[config.mk]
export PLATFORM = sky130hd
export DESIGN_NAME = nor_erase_seq
export DESIGN_NICKNAME = d
export VERILOG_FILES = /design/src/rtl/nor_erase_pkg.sv /design/src/rtl/nor_spi_byte_shifter.sv /design/src/rtl/nor_erase_geometry.sv /design/src/rtl/nor_erase_ctrl.sv /design/src/rtl/nor_erase_seq.sv
export SDC_FILE = /design/constraint.sdc
export NUM_CORES = 1
export LEC_CHECK = 0
export ABC_AREA = 1
export BUFFER_PORTS_ARGS = -buffer_cell sky130_fd_sc_hd__buf_2
export CAP_MARGIN = 25
export CORE_MARGIN = 3
export CORE_UTILIZATION = 55
export DETAILED_ROUTE_END_ITERATION = 12
export GPL_TIMING_DRIVEN = 0
export PLACE_DENSITY = 0.89
export RECOVER_POWER = 100
export SYNTH_ARGS = -nofsm -noshare
export SYNTH_HDL_FRONTEND = slang
export SYNTH_SLANG_ARGS = --single-unit
[constraint.sdc]
create_clock -name clk -period 2.75 [get_ports clk]
set_input_delay 0.6875 -clock clk [delete_from_list [all_inputs] [get_ports clk]]
set_output_delay 0.6875 -clock clk [all_outputs]
set_load 0.005 [all_outputs]
[src/rtl/nor_erase_pkg.sv]
package nor_erase_pkg;

  localparam logic [7:0] CMD_STATUS   = 8'h05;
  localparam logic [7:0] CMD_WENABLE  = 8'h06;
  localparam logic [7:0] CMD_ERASE_SM = 8'h20;
  localparam logic [7:0] CMD_ERASE_LG = 8'hD8;
  localparam int         FRAME_ADDR_W = 24;

  typedef enum logic [1:0] {
    OP_STATUS  = 2'd0,
    OP_WENABLE = 2'd1,
    OP_ERASE   = 2'd2
  } op_e;

  typedef enum logic [2:0] {
    ST_IDLE   = 3'd0,
    ST_LAUNCH = 3'd1,
    ST_XFER   = 3'd2,
    ST_GAP    = 3'd3,
    ST_FINISH = 3'd4
  } seq_state_e;

  // index of the final byte in each transaction
  function automatic logic [1:0] frame_last(input op_e op);
    case (op)
      OP_STATUS:  frame_last = 2'd1;
      OP_WENABLE: frame_last = 2'd0;
      default:    frame_last = 2'd3;
    endcase
  endfunction

endpackage

[src/rtl/nor_spi_byte_shifter.sv]
module nor_spi_byte_shifter #(
  parameter int SCK_HALF = 2
) (
  input  logic       clk,
  input  logic       rst_n,
  input  logic       go,
  input  logic [7:0] tx_byte,
  input  logic       miso,
  output logic       sclk,
  output logic       mosi,
  output logic [7:0] rx_byte,
  output logic       done
);
  localparam int DIV_W = (SCK_HALF > 1) ? $clog2(SCK_HALF) : 1;
  localparam logic [DIV_W-1:0] DIV_END = DIV_W'(SCK_HALF - 1);

  logic [7:0]       tx_q, rx_q;
  logic [2:0]       bit_q;
  logic [DIV_W-1:0] div_q;
  logic             act_q, sclk_q, done_q;

  always_ff @(posedge clk or negedge rst_n) begin
    if (!rst_n) begin
      tx_q   <= '0;
      rx_q   <= '0;
      bit_q  <= '0;
      div_q  <= '0;
      act_q  <= 1'b0;
      sclk_q <= 1'b0;
      done_q <= 1'b0;
    end else begin
      done_q <= 1'b0;
      if (go && !act_q) begin
        tx_q   <= tx_byte;
        act_q  <= 1'b1;
        bit_q  <= '0;
        div_q  <= '0;
        sclk_q <= 1'b0;
      end else if (act_q) begin
        if (div_q == DIV_END) begin
          div_q <= '0;
          if (!sclk_q) begin
            sclk_q <= 1'b1;                  // rising edge: capture
            rx_q   <= {rx_q[6:0], miso};
          end else begin
            sclk_q <= 1'b0;                  // falling edge: next bit out
            tx_q   <= {tx_q[6:0], 1'b0};
            bit_q  <= bit_q + 3'd1;
            if (bit_q == 3'd7) begin
              act_q  <= 1'b0;
              done_q <= 1'b1;
            end
          end
        end else begin
          div_q <= div_q + 1'b1;
        end
      end
    end
  end

  assign sclk    = sclk_q;
  assign mosi    = tx_q[7];
  assign rx_byte = rx_q;
  assign done    = done_q;
endmodule

[src/rtl/nor_erase_geometry.sv]
module nor_erase_geometry #(
  parameter int ADDR_W     = 24,
  parameter int SMALL_LOG2 = 12,
  parameter int LARGE_LOG2 = 16
) (
  input  logic              small_mode,
  input  logic [ADDR_W-1:0] addr,
  input  logic [ADDR_W:0]   len,
  output logic [ADDR_W:0]   stride,
  output logic [7:0]        opcode,
  output logic              aligned,
  output logic              zero_len
);
  import nor_erase_pkg::*;
  localparam int LEN_W = ADDR_W + 1;
  localparam logic [LEN_W-1:0] SMALL_STRIDE = LEN_W'(1) << SMALL_LOG2;
  localparam logic [LEN_W-1:0] LARGE_STRIDE = LEN_W'(1) << LARGE_LOG2;

  logic [LEN_W-1:0] mask;
  logic [LEN_W-1:0] span;

  always_comb begin
    if (small_mode) begin
      stride = SMALL_STRIDE;
      opcode = CMD_ERASE_SM;
    end else begin
      stride = LARGE_STRIDE;
      opcode = CMD_ERASE_LG;
    end
    mask     = stride - LEN_W'(1);
    span     = {1'b0, addr} | len;
    aligned  = (span & mask) == '0;
    zero_len = (len == '0);
  end
endmodule

[src/rtl/nor_erase_ctrl.sv]
module nor_erase_ctrl #(
  parameter int ADDR_W   = 24,
  parameter int LIMIT_W  = 16,
  parameter int SCK_HALF = 2
) (
  input  logic               clk,
  input  logic               rst_n,
  input  logic               start,
  input  logic [ADDR_W-1:0]  start_addr,
  input  logic [ADDR_W:0]    erase_len,
  input  logic [LIMIT_W-1:0] busy_limit,
  input  logic [ADDR_W:0]    geo_stride,
  input  logic [7:0]         geo_opcode,
  input  logic               geo_aligned,
  input  logic               geo_zero,
  input  logic               sh_done,
  input  logic [7:0]         sh_rx,
  output logic               sh_go,
  output logic [7:0]         sh_tx,
  output logic               cs_n,
  output logic               busy,
  output logic               done,
  output logic               err_align,
  output logic               err_timeout
);
  import nor_erase_pkg::*;
  localparam int LEN_W   = ADDR_W + 1;
  localparam int GAP_CYC = 2 * SCK_HALF;
  localparam int GAP_W   = $clog2(GAP_CYC + 1);
  localparam logic [GAP_W-1:0] GAP_END = GAP_W'(GAP_CYC - 1);

  seq_state_e         state_q;
  op_e                op_q;
  logic [1:0]         idx_q, nxt_idx;
  logic [ADDR_W-1:0]  addr_q;
  logic [LEN_W-1:0]   left_q, stride_q;
  logic [7:0]         opcode_q;
  logic [LIMIT_W-1:0] poll_q;
  logic [GAP_W-1:0]   gap_q;
  logic               cs_q, errt_q, erra_q;
  logic               last_byte;
  logic [FRAME_ADDR_W-1:0] frame_addr;

  assign last_byte  = (idx_q == frame_last(op_q));
  assign nxt_idx    = (state_q == ST_LAUNCH) ? 2'd0 : idx_q + 2'd1;
  assign frame_addr = FRAME_ADDR_W'(addr_q);
  assign sh_go      = (state_q == ST_LAUNCH) ||
                      (state_q == ST_XFER && sh_done && !last_byte);

  always_comb begin
    case (op_q)
      OP_STATUS:  sh_tx = (nxt_idx == 2'd0) ? CMD_STATUS : 8'h00;
      OP_WENABLE: sh_tx = CMD_WENABLE;
      default: begin
        case (nxt_idx)
          2'd0:    sh_tx = opcode_q;
          2'd1:    sh_tx = frame_addr[23:16];
          2'd2:    sh_tx = frame_addr[15:8];
          default: sh_tx = frame_addr[7:0];
        endcase
      end
    endcase
  end

  always_ff @(posedge clk or negedge rst_n) begin
    if (!rst_n) begin
      state_q  <= ST_IDLE;
      op_q     <= OP_STATUS;
      idx_q    <= '0;
      addr_q   <= '0;
      left_q   <= '0;
      stride_q <= '0;
      opcode_q <= '0;
      poll_q   <= '0;
      gap_q    <= '0;
      cs_q     <= 1'b1;
      errt_q   <= 1'b0;
      erra_q   <= 1'b0;
    end else begin
      if (state_q != ST_IDLE && op_q == OP_STATUS && poll_q != '1)
        poll_q <= poll_q + 1'b1;
      case (state_q)
        ST_IDLE: begin
          if (start) begin
            errt_q   <= 1'b0;
            erra_q   <= 1'b0;
            addr_q   <= start_addr;
            left_q   <= erase_len;
            stride_q <= geo_stride;
            opcode_q <= geo_opcode;
            op_q     <= OP_STATUS;
            poll_q   <= '0;
            if (!geo_aligned) begin
              erra_q  <= 1'b1;
              state_q <= ST_FINISH;
            end else if (geo_zero) begin
              state_q <= ST_FINISH;
            end else begin
              state_q <= ST_LAUNCH;
            end
          end
        end
        ST_LAUNCH: begin
          cs_q    <= 1'b0;
          idx_q   <= '0;
          state_q <= ST_XFER;
        end
        ST_XFER: begin
          if (sh_done) begin
            if (!last_byte) begin
              idx_q <= idx_q + 2'd1;
            end else begin
              cs_q    <= 1'b1;
              gap_q   <= '0;
              state_q <= ST_GAP;
              case (op_q)
                OP_STATUS: begin
                  if (!sh_rx[0]) begin
                    op_q <= OP_WENABLE;
                  end else if (poll_q >= busy_limit) begin
                    errt_q  <= 1'b1;
                    state_q <= ST_FINISH;
                  end
                end
                OP_WENABLE: op_q <= OP_ERASE;
                default: begin
                  addr_q <= addr_q + ADDR_W'(stride_q);
                  left_q <= left_q - stride_q;
                  op_q   <= OP_STATUS;
                  poll_q <= '0;
                  if (left_q == stride_q) state_q <= ST_FINISH;
                end
              endcase
            end
          end
        end
        ST_GAP: begin
          if (gap_q == GAP_END) state_q <= ST_LAUNCH;
          else                  gap_q   <= gap_q + 1'b1;
        end
        ST_FINISH: state_q <= ST_IDLE;
        default:   state_q <= ST_IDLE;
      endcase
    end
  end

  assign cs_n        = cs_q;
  assign busy        = (state_q != ST_IDLE);
  assign done        = (state_q == ST_FINISH);
  assign err_align   = erra_q;
  assign err_timeout = errt_q;
endmodule

[src/rtl/nor_erase_seq.sv]
module nor_erase_seq #(
  parameter int ADDR_W     = 24,
  parameter int SMALL_LOG2 = 12,
  parameter int LARGE_LOG2 = 16,
  parameter int LIMIT_W    = 16,
  parameter int SCK_HALF   = 2
) (
  input  logic               clk,
  input  logic               rst_n,
  input  logic               start,
  input  logic [ADDR_W-1:0]  start_addr,
  input  logic [ADDR_W:0]    erase_len,
  input  logic               small_mode,
  input  logic [LIMIT_W-1:0] busy_limit,
  output logic               busy,
  output logic               done,
  output logic               err_align,
  output logic               err_timeout,
  output logic               spi_sclk,
  output logic               spi_cs_n,
  output logic               spi_mosi,
  input  logic               spi_miso
);
  localparam int LEN_W = ADDR_W + 1;

  logic [LEN_W-1:0] geo_stride;
  logic [7:0]       geo_opcode;
  logic             geo_aligned, geo_zero;
  logic             sh_go, sh_done;
  logic [7:0]       sh_tx, sh_rx;

  nor_erase_geometry #(
    .ADDR_W(ADDR_W), .SMALL_LOG2(SMALL_LOG2), .LARGE_LOG2(LARGE_LOG2)
  ) geo_i (
    .small_mode(small_mode), .addr(start_addr), .len(erase_len),
    .stride(geo_stride), .opcode(geo_opcode),
    .aligned(geo_aligned), .zero_len(geo_zero)
  );

  nor_erase_ctrl #(
    .ADDR_W(ADDR_W), .LIMIT_W(LIMIT_W), .SCK_HALF(SCK_HALF)
  ) ctrl_i (
    .clk(clk), .rst_n(rst_n), .start(start), .start_addr(start_addr),
    .erase_len(erase_len), .busy_limit(busy_limit),
    .geo_stride(geo_stride), .geo_opcode(geo_opcode),
    .geo_aligned(geo_aligned), .geo_zero(geo_zero),
    .sh_done(sh_done), .sh_rx(sh_rx), .sh_go(sh_go), .sh_tx(sh_tx),
    .cs_n(spi_cs_n), .busy(busy), .done(done),
    .err_align(err_align), .err_timeout(err_timeout)
  );

  nor_spi_byte_shifter #(.SCK_HALF(SCK_HALF)) shift_i (
    .clk(clk), .rst_n(rst_n), .go(sh_go), .tx_byte(sh_tx), .miso(spi_miso),
    .sclk(spi_sclk), .mosi(spi_mosi), .rx_byte(sh_rx), .done(sh_done)
  );
endmodule

== Yosys cells after proc, flatten, opt, wreduce, memory -nomap -nowiden ==
Index checks and enable logic that the tools add are counted.

* Register bits: 127
* Input port bits: 70
* Output and inout port bits: 7
* Word-level logic and storage cells: 170

* Add/sub/neg operators: 8
* Order comparisons: 1
* Eq/ne operators: 23
* Multiplexer cells: 83
* Bitwise operators: 4
* Reduce and logical (&&, ||, !) cells: 32

{| class="wikitable"
|+ Operator list
! cell !! number
|-
| $mux W25 || 4
|-
| $mux W24 || 4
|-
| $mux W16 || 5
|-
| $mux W3 || 17
|-
| $logic_not A25 Y1 || 2
|-
| $pmux W25 S2 || 1
|-
| $pmux W24 S2 || 1
|-
| $mux W8 || 5
|-
| $pmux W16 S2 || 1
|-
| $mux W1 || 26
|-
| $and A25 B25 Y25 || 1
|-
| $eq A25 B25 Y1 || 1
|-
| $or A24 B25 Y25 || 1
|-
| $sub A25 B25 Y25 || 1
|-
| $add A24 B24 Y24 || 1
|-
| $pmux W8 S3 || 1
|-
| $sub A17 B1 Y18 const B || 1
|-
| $mux W17 || 1
|-
| $add A16 B1 Y16 const B || 1
|-
| $ge A16 B16 Y1 || 1
|-
| $ne A16 B16 Y1 const B || 1
|-
| $pmux W2 S2 || 4
|-
| $pmux W8 S2 || 1
|-
| $mux W2 || 7
|-
| other kinds (29) || 62
|}

== Longest topological paths before layout ==
Gate-level depths: netlist of run 1.

* Depth in word-level cells: 9
* Depth in mapped cells: 16
* Depth with buffers taken out: 16

== Hierarchy ==
Synthesis of run 1 repeated with hierarchy kept, for this count alone.

* Cells, all modules: 1674
* Area, all modules: 10764.1 µm²

{| class="wikitable"
|+ Modules (own cells, without submodules)
! module !! times used !! cells each !! area each (µm²) !! seq. area each (µm²)
|-
| nor_erase_ctrl || 1 || 1474 || 9276.4 || 2778.9
|-
| nor_spi_byte_shifter || 1 || 126 || 1079.8 || 575.6
|-
| nor_erase_geometry || 1 || 74 || 407.9 || 0.0
|}

== Worst setup path after synthesis of run 1 ==
Ideal clock, no wire load.

* Path type: input to register
* From: input port busy_limit[7]
* To: register ctrl_i.state_q[0]
* Setup time: 0.119 ns
* Arrival: 1.681 ns
* Data required time: 2.631 ns
* Path slack: 0.950 ns
* Stages on the path: 15
* Path buffers: 0
* Path through: inv_1 > ha_1 > nand2_1 > inv_1 > nand2_1 > nor2_1 > nor2_1 > nand2_1 > nand2_1 > nand2_1 > nand2_1 > nand3_1 > nand2_1 > nand2_1 > nand2_1

* Longest elaborated chain between the ends: 7

{| class="wikitable"
|+ Ends and longest elaborated chain
! element !! line !! source
|-
| from (decl) || nor_erase_seq.sv:14 || <nowiki>input logic [LIMIT_W-1:0] busy_limit,</nowiki>
|-
| $ge A16 B16 Y1 || nor_erase_ctrl.sv:120 || <nowiki>end else if (poll_q >= busy_limit) begin</nowiki>
|-
| $mux W3 || nor_erase_ctrl.sv:120 ||
|-
| $mux W3 || nor_erase_ctrl.sv:118 || <nowiki>if (!sh_rx[0]) begin</nowiki>
|-
| $pmux W3 S2 || nor_erase_ctrl.sv:116 || <nowiki>case (op_q)</nowiki>
|-
| $mux W3 || nor_erase_ctrl.sv:110 || <nowiki>if (!last_byte) begin</nowiki>
|-
| $mux W3 || nor_erase_ctrl.sv:109 || <nowiki>if (sh_done) begin</nowiki>
|-
| $pmux W3 S4 || nor_erase_ctrl.sv:82 || <nowiki>case (state_q)</nowiki>
|-
| to (signal assigned) || nor_erase_ctrl.sv:106 || <nowiki>state_q <= ST_XFER;</nowiki>
|-
| to (signal assigned) || nor_erase_ctrl.sv:115 || <nowiki>state_q <= ST_GAP;</nowiki>
|-
| to (signal assigned) || nor_erase_ctrl.sv:122 || <nowiki>state_q <= ST_FINISH;</nowiki>
|-
| to (decl) || nor_erase_ctrl.sv:32 || <nowiki>seq_state_e state_q;</nowiki>
|}

Every way passes these cells. The select of a mux whose other input is x is not followed.
A chain may end at the register's enable or synchronous reset.

== Worst setup path in the final report of run 1 ==
* From: register ctrl_i.state_q[2]
* To: register ctrl_i.left_q[24]

* Longest elaborated chain between the ends: 3
* Elaborated cells between the ends (all ways): 9
* Classes of those cells: 5 x eq/ne; 1 x mux; 3 x reduce/logical

{| class="wikitable"
|+ Ends and longest elaborated chain
! element !! line !! source
|-
| from (signal assigned) || nor_erase_ctrl.sv:67 || <nowiki>state_q <= ST_IDLE;</nowiki>
|-
| from (signal assigned) || nor_erase_ctrl.sv:95 || <nowiki>state_q <= ST_FINISH;</nowiki>
|-
| from (signal assigned) || nor_erase_ctrl.sv:97 || <nowiki>state_q <= ST_FINISH;</nowiki>
|-
| $eq A3 B2 Y1 / $logic_not A3 Y1 (equally long branches) || nor_erase_ctrl.sv:82 ||
|-
| $ne A2 B2 Y1 (no line), or another cell as far along || - ||
|-
| $reduce_and A5 Y1 (no line) || - ||
|-
| to (signal assigned) || nor_erase_ctrl.sv:88 || <nowiki>left_q <= erase_len;</nowiki>
|-
| to (signal assigned) || nor_erase_ctrl.sv:128 || <nowiki>left_q <= left_q - stride_q;</nowiki>
|-
| to (decl) || nor_erase_ctrl.sv:36 || <nowiki>logic [LEN_W-1:0] left_q, stride_q;</nowiki>
|}

Several ways; a longest one is shown, not always the timed one.

==> flow_summary.json, run 1 <==
{
  "status": "completed",
  "ir_drop_mv": 0.279,
  "crit_arrival_ns": 2.47,
  "synth_commonest_cells": "nand2_1 (216), dfrtp_1 (95), nor2_1 (91), inv_1 (84), o21ai_0 (51)",
  "tightest_slew_ns": 1.11,
  "yosysMostFrequentCell": "nand2_1",
  "cp_cell_sequence": "inv_1, nand2_1, inv_2, nand2_1, nor2_1, nand4_1, nand2_2, inv_2, buf_2, nand2_1, o21ai_0",
  "h-tree-depth": 3,
  "numCtsBuffers": 9,
  "grt_pass1_vias": 5037,
  "die_h_um": 109,
  "cp_slowest_cell": "dfrtp_1",
  "end_kind": "flip-flop",
  "finalHoldViolations": 0,
  "hp-class": "flip-flop to flip-flop",
  "avgRoutedWirePerCell_um": 14.0,
  "viasPerCell": 5.44,
  "max_freq_mhz": 452,
  "clk_root_buffer_cell": "clkbuf_8",
  "fin_skew_ns": 0.00648,
  "synth_ff_type": "dfrtp_1",
  "cpPeakStageDelay_ns": 0.40,
  "fin_ws_ns": 0.540,
  "route.detailed.drc": 0,
  "path_buf_inv": 4,
  "syn_area_per_cell_um2": 7.37,
  "dieArea_um2": 11800,
  "cts.clk_slew.worst_paths_ns": 0.10,
  "drive_gt1_share_pct": 14.9,
  "min_path_cells": 2,
  "synth_top_family_by_area": "simple AND/OR/NAND/NOR gates",
  "cts_resized": 0,
  "synth_compound_area_share_pct": 11.8,
  "grt_pass1_wl_um": 23300,
  "cp.depth": 11,
  "hpwl_um": 10700,
  "synth-simple-area-share_pct": 30.5,
  "maxCapViolations": 0,
  "fin_nets": 970,
  "synth_async_sr_flop_share_pct": 100,
  "r2r_cells": 11,
  "grt_overflow": 0,
  "p_leak_nw": 3.46,
  "netlist_area_um2": 5790,
  "crit_required_ns": 3.01,
  "cp-start-kind": "flip-flop",
  "diodes": 0,
  "crit_type": "flip-flop to flip-flop",
  "rsz0062_at_grt": "no",
  "setup_viol": 0,
  "area_growth_pct": 13.1,
  "synth_top_area_share_pct": 41.1,
  "cpMostUsedCell": "nand2_1",
  "numPortBuffers": 76,
  "synth-seq-cells": 96,
  "power_density_nw_per_um2": 409,
  "synth-edff-count": 0,
  "vias": 5500,
  "dp.cells": 995,
  "yosys_warnings": 0,
  "postSynthCellCount": 785,
  "clock_path_buffers": 2,
  "worst_path_dominant_cell_family": "simple AND/OR/NAND/NOR gates",
  "dpl_worst_slack_ns": 0.615,
  "ant_nets": 0,
  "slew_viol_final": 0,
  "clock_sinks": 96,
  "core_area_um2": 10000,
  "grt_start_max_net_pins": 55,
  "period_needed_ns": 2.21,
  "rows": 36,
  "synth_mux_area_share_pct": 0,
  "cts_tree": "done",
  "ys_seq_area_share_pct": 41.5,
  "setup_tns_ns": 0,
  "postCtsSetupBuffers": 0,
  "io_pins": 77,
  "synth_xor_area_share_pct": 1.95,
  "drtIter0Drc": 355,
  "utilization_pct": 65.5,
  "final_cells": 1011,
  "insertion_delay_ns": 0.37,
  "antenna_found_initial": 0,
  "start_util_pct": 57.9,
  "synth_top_cell_by_area": "dfrtp_1",
  "hold_buffers": 0,
  "yosys.area_share.adder_pct": 5.84,
  "synth_cell_type_count": 40,
  "period_share_pct": 80.4,
  "routabilityCongestion": 0.946,
  "firstDrtPassIters": 5,
  "yosys-top-cells-area": "dfrtp_1 (41%), nand2_1 (14%), nor2_1 (5.9%)",
  "routed_wl_um": 14200,
  "grt_usage_pct": 25.2,
  "slew-limit-headroom_pct": 26.1,
  "chipWidth_um": 109,
  "synthesis.nets": 882,
  "cp_max_fo": 10
}
path summary, 6_finish.rpt:
check | from | end | slack, ns
setup / recovery | ctrl_i.state_q[2] | ctrl_i.left_q[24] | 0.54
hold / removal | ctrl_i.left_q[4] | ctrl_i.left_q[4] | 0.49
setup reg to reg | ctrl_i.state_q[2] | ctrl_i.left_q[24] | 0.54
hold reg to reg | ctrl_i.left_q[4] | ctrl_i.left_q[4] | 0.49
max in group asynchronous | rst_n | ctrl_i.cs_n | 1.39
min in group asynchronous | rst_n | ctrl_i.addr_q[2] | 0.51
placed cells by master, fill, tap and decap left out, types with 3 or more instances in the layout:
cell type / netlist / layout
nand3_1: 50 / 50
o21ai_1: 13 / 7
a21oi_1: 33 / 33
nor2_1: 91 / 92
inv_2: 9 / 6
buf_6: 3 / 3
o21a_1: 3 / 3
a22oi_1: 3 / 3
clkbuf_8: 0 / 9
xnor2_1: 4 / 4
inv_4: 3 / 3
dfrtp_1: 95 / 95
ha_1: 27 / 27
nand4_1: 15 / 15
xor2_1: 7 / 7
nor2_2: 4 / 4
nand2_1: 216 / 219
inv_1: 84 / 86
buf_2: 7 / 77
nor3b_1: 2 / 3
o211ai_1: 4 / 4
a31oi_1: 9 / 9
nor3_1: 9 / 9
or2_2: 4 / 4
a22o_1: 4 / 4
clkbuf_1: 7 / 12
nand2_2: 8 / 8
buf_4: 3 / 3
o21ai_0: 51 / 57
logic make-up (layout without fill, tap and decap cells):
kind of cell / count (synthesis) / after routing
flip-flops: 96 / 96
buffers and inverters: 116 / 209
XOR/XNOR: 12 / 12
AO/OA/AOI/OAI: 124 / 124
AND/OR/NAND/NOR: 410 / 410
adder cells (fa/ha/maj): 27 / 27
worst register-to-register path, cell delays in order (launching register included):
cell and delay (ns):
dfrtp_1 0.40, inv_1 0.09, nand2_1 0.08, inv_2 0.06
nand2_1 0.24, nor2_1 0.34, nand4_1 0.21, nand2_2 0.21
inv_2 0.10, buf_2 0.21, nand2_1 0.07, o21ai_0 0.08
flip-flops by register name, summed over array words and instances (netlist names):
name and cells:
ctrl_i.left_q 25, ctrl_i.addr_q 24, ctrl_i.poll_q 16, shift_i.tx_q 8, ctrl_i.gap_q 3, ctrl_i.state_q 3
shift_i.bit_q 3, ctrl_i.idx_q 2, ctrl_i.op_q 2, ctrl_i.opcode_q 2, ctrl_i.cs_n 1, ctrl_i.err_align 1
ctrl_i.err_timeout 1, shift_i.act_q 1, shift_i.div_q 1, shift_i.done 1, shift_i.rx_byte 1, shift_i.sclk 1
stage by stage:
step | hold slack [ns] | power (W) | area, µm²
final | 0.490 | 0.00268 | 6550
after global routing | 0.508 | 0.00277 | 6550
after CTS | 0.311 | 0.00269 | 6590
after detailed placement | 0.463 | 0.00166 | 6360
after global placement | 0.457 | 0.00165 | 6330
after floorplan | 0.392 | 0.00154 | 5790
power by group:
group	total, W	internal (W)	switching [W]
Sequential	0.00145	0.00143	0.0000149
Clock	0.00105	0.000522	0.000528
Combinational	0.000180	0.0000753	0.000104
metal layers:
layer | up-vias | wire [µm] | part of all wire (%) | track usage, %
met4 | 0 | 279 | 2.0 | 9.02
li1 | 2725 | - | - | -
met1 | 2527 | 6140 | 43 | 34.1
met3 | 33 | 1010 | 7.1 | 3.82
met2 | 215 | 6750 | 48 | 41.2
met5 | - | 0 | 0 | 0
area by class of cell:
type / instances / area [µm²]
timing repair buffer: 77 / 403
clock inverter: 7 / 103
fill: 878 / 3450
tap: 133 / 166
clock buffer: 9 / 124
multi-input combinational: 573 / 2860
inverter: 96 / 368
buffer: 20 / 116
sequential: 96 / 2400
Note: power is estimated with default switching activity, not from simulation.
==> run 2, diff against run 1 <==
ABC_AREA = 0   (was 1)
clock period = 2.1 ns   (was 2.75 ns; I/O delays follow)
==> run 2 against run 1 <==
  * Sequential cell count unchanged
  * Core utilization up 1.4 points
  * Clock power up 13%
  * Clock skew up 0.0044 ns
  * Combinational power rose to 17 times the previous value
  * Power rose to 2.7 times the previous value
  * Hold slack worse by 0.24 ns
  * Cell count down 12%
  * Via count down 1.3%
  * Sequential share of layout area down 0.57 points
  * Critical path type unchanged
  * Critical endpoint is now ctrl_i.state_q[0]
  * Highest routed layer unchanged
==> flow_summary.json, run 2 <==
{
  "routabilityCongestion": 0.901,
  "largest_reg_flops": 25,
  "firstDrtPassIters": 6,
  "yosys_warnings": 0,
  "synth-seq-cells": 96,
  "cp_slowest_cell": "or4_4",
  "synth_top_cell_by_area": "dfrtp_1",
  "clock_sinks": 96,
  "period_share_pct": 99.9,
  "fin_nets": 850,
  "avgRoutedWirePerCell_um": 16.9,
  "cpPeakStageDelay_ns": 0.56,
  "power_frac_seq_pct": 41.8,
  "grt_start_max_net_pins": 61,
  "cts.clk_slew.worst_paths_ns": 0.11,
  "setup_viol": 0,
  "crit_type": "flip-flop to flip-flop",
  "cp_max_fo": 3,
  "rsz0062_at_grt": "yes",
  "dieArea_um2": 11700,
  "synth_ff_type": "dfrtp_1",
  "crit_arrival_ns": 2.36,
  "synthesis.nets": 755,
  "ys_seq_area_share_pct": 41.8,
  "drive_gt1_share_pct": 20.6,
  "mostFrequentLayoutCell": "nand2_1",
  "p_leak_nw": 3.12,
  "postSynthCellCount": 658,
  "routed_wl_um": 15100,
  "chipWidth_um": 108,
  "drtIter0Drc": 432,
  "fillCellCount": 791,
  "largest-register": "ctrl_i.left_q",
  "route.detailed.drc": 0,
  "worst_path_dominant_cell_family": "simple AND/OR/NAND/NOR gates",
  "grt_usage_pct": 26.2,
  "io_pins": 77,
  "r2r_end": "ctrl_i.state_q[0]",
  "status": "completed",
  "hp-class": "input port to asynchronous set/reset pin",
  "crit_required_ns": 2.37,
  "p_int_w": 0.00411,
  "synth_async_sr_flop_share_pct": 100,
  "grt_pass1_wl_um": 24400,
  "end_kind": "flip-flop",
  "finalHoldViolations": 0,
  "hpwl_um": 11000,
  "final_cell_mix": "nand2_1 (133), dfrtp_1 (94), buf_2 (89)",
  "netlist_area_um2": 5750,
  "slew-limit-headroom_pct": 40.7,
  "grt_overflow": 0,
  "clkPwrFrac_pct": 16.5,
  "swShare_pct": 42.9,
  "synth_top_area_share_pct": 41.3,
  "period_needed_ns": 2.10,
  "core_area_um2": 9950,
  "syn_area_per_cell_um2": 8.74,
  "multiInputGateArea_um2": 3200,
  "combPwrFrac_pct": 41.7,
  "r2r_start": "ctrl_i.left_q[16]",
  "viasPerCell": 6.10,
  "insertion_delay_ns": 0.38,
  "cp_cell_sequence": "ha_4, nor4b_4, nand4_1, or4_4, and3b_1, a21o_1",
  "clk_root_buffer_cell": "clkbuf_8",
  "ant_nets": 0,
  "yosysMostFrequentCell": "nand2_1",
  "numPortBuffers": 76,
  "diodes": 0,
  "power_density_nw_per_um2": 1080,
  "max_freq_mhz": 477,
  "start_util_pct": 57.8,
  "r2r_cells": 6,
  "yosys-top-cells-area": "dfrtp_1 (41%), nand2_1 (8.7%), ha_1 (5.9%)",
  "switchingPower_w": 0.00308,
  "register_area_um2": 2400,
  "rows": 36,
  "fin_skew_ns": 0.0108,
  "maxCapViolations": 0,
  "path_buf_inv": 0,
  "fin_area_um2": 6650,
  "numCtsBuffers": 9,
  "tightest_slew_ns": 0.890,
  "cts_tree": "done",
  "cp-start-kind": "flip-flop",
  "vias": 5431,
  "clock_path_buffers": 2,
  "slew_viol_final": 0,
  "largestRegisters": "ctrl_i.left_q (25), ctrl_i.addr_q (24), ctrl_i.poll_q (16)",
  "h-tree-depth": 3,
  "setup_tns_ns": 0,
  "dpl_cell_area_um2": 6330,
  "synth_commonest_cells": "nand2_1 (133), dfrtp_1 (95), nor2_1 (49), a21oi_1 (39), o21ai_0 (34)",
  "antenna_found_initial": 0,
  "die_h_um": 108,
  "area_growth_pct": 15.7,
  "synth-edff-count": 0,
  "synth_cell_type_count": 67,
  "grt_pass1_vias": 5234,
  "ir_drop_mv": 0.747,
  "reg2reg_slack_ns": 0.003
}
run 2: cells by family (layout without fill, tap and decap cells):
group | after synthesis | in the layout | synth area share, %
and+or+nand+nor | 293 | 293 | 24.9
adders and majority gates | 27 | 27 | 5.88
xor gates and xnor gates | 18 | 18 | 2.74
DFF | 96 | 96 | 41.8
buffers and inverters | 61 | 161 | 4.37
AOI/OAI and AO/OA | 144 | 144 | 16.8
muxes | 19 | 19 | 3.46
run 2: metal layers:
metal  routed length (µm)  vias up  global-route usage, %
met5                    0        -                      0
met4                  326        0                   6.76
met3                 1110       40                   5.49
met2                 7280      271                   44.1
met1                 6360     2586                   34.6
li1                     -     2534                      -
run 2: worst max path at each step:
stage	start	end	slack, ns	cells past startpoint
final	ctrl_i.left_q[16]	ctrl_i.state_q[0]	0.003	6
after detailed placement	ctrl_i.opcode_q[6]	ctrl_i.state_q[0]	-0.33	7
after floorplan	ctrl_i.opcode_q[6]	ctrl_i.state_q[0]	0.06	7
after global routing	ctrl_i.left_q[16]	ctrl_i.state_q[0]	-0.03	6
after CTS	ctrl_i.opcode_q[6]	ctrl_i.state_q[0]	0.001	7
after global placement	rst_n	ctrl_i.left_q[10]	-0.42	1
run 2: power groups by stage:
stage               registers [W]  clock network, W  logic, W
finish                    0.00301           0.00119   0.00300
global route              0.00308           0.00129   0.00329
CTS                       0.00296           0.00120   0.00279
detailed placement        0.00298                 0   0.00268
global placement          0.00295                 0   0.00255
floorplan                 0.00279                 0   0.00199
run 2: through the flow:
stage	hold WS [ns]	std cells	total power (W)	util, %	setup WS [ns]
after floorplan	0.229	658	0.00478	-	0.0609
after global placement	0.459	867	0.00551	63.2	-0.416
after detailed placement	0.466	868	0.00566	63.5	-0.333
after CTS	0.112	885	0.00695	66.0	0.00123
after global routing	0.305	891	0.00766	66.8	-0.0347
final	0.253	891	0.00720	66.8	0.00286
run 2: layout make-up:
| type | instances | area share [%] |
|---|---|---|
| Clock buffer | 9 | 1.86 |
| Multi-Input combinational cell | 501 | 48.2 |
| Buffer | 31 | 2.11 |
| Timing Repair Buffer | 84 | 6.58 |
| Sequential cell | 96 | 36.1 |
| Tap cell | 133 | 2.50 |
| Clock inverter | 7 | 0.959 |
| Inverter | 30 | 1.69 |
run 2: repair_timing:
action / 4_1_cts / 5_1_grt
pin swaps: 2 / 10
cloned: 0 / 0
gates resized for setup: 8 / 17
endpoints found under the hold margin: 0 / 0
hold buffers: 0 / 0
buffers inserted: 1 / 6
endpoints found under the setup margin: 5 / 31
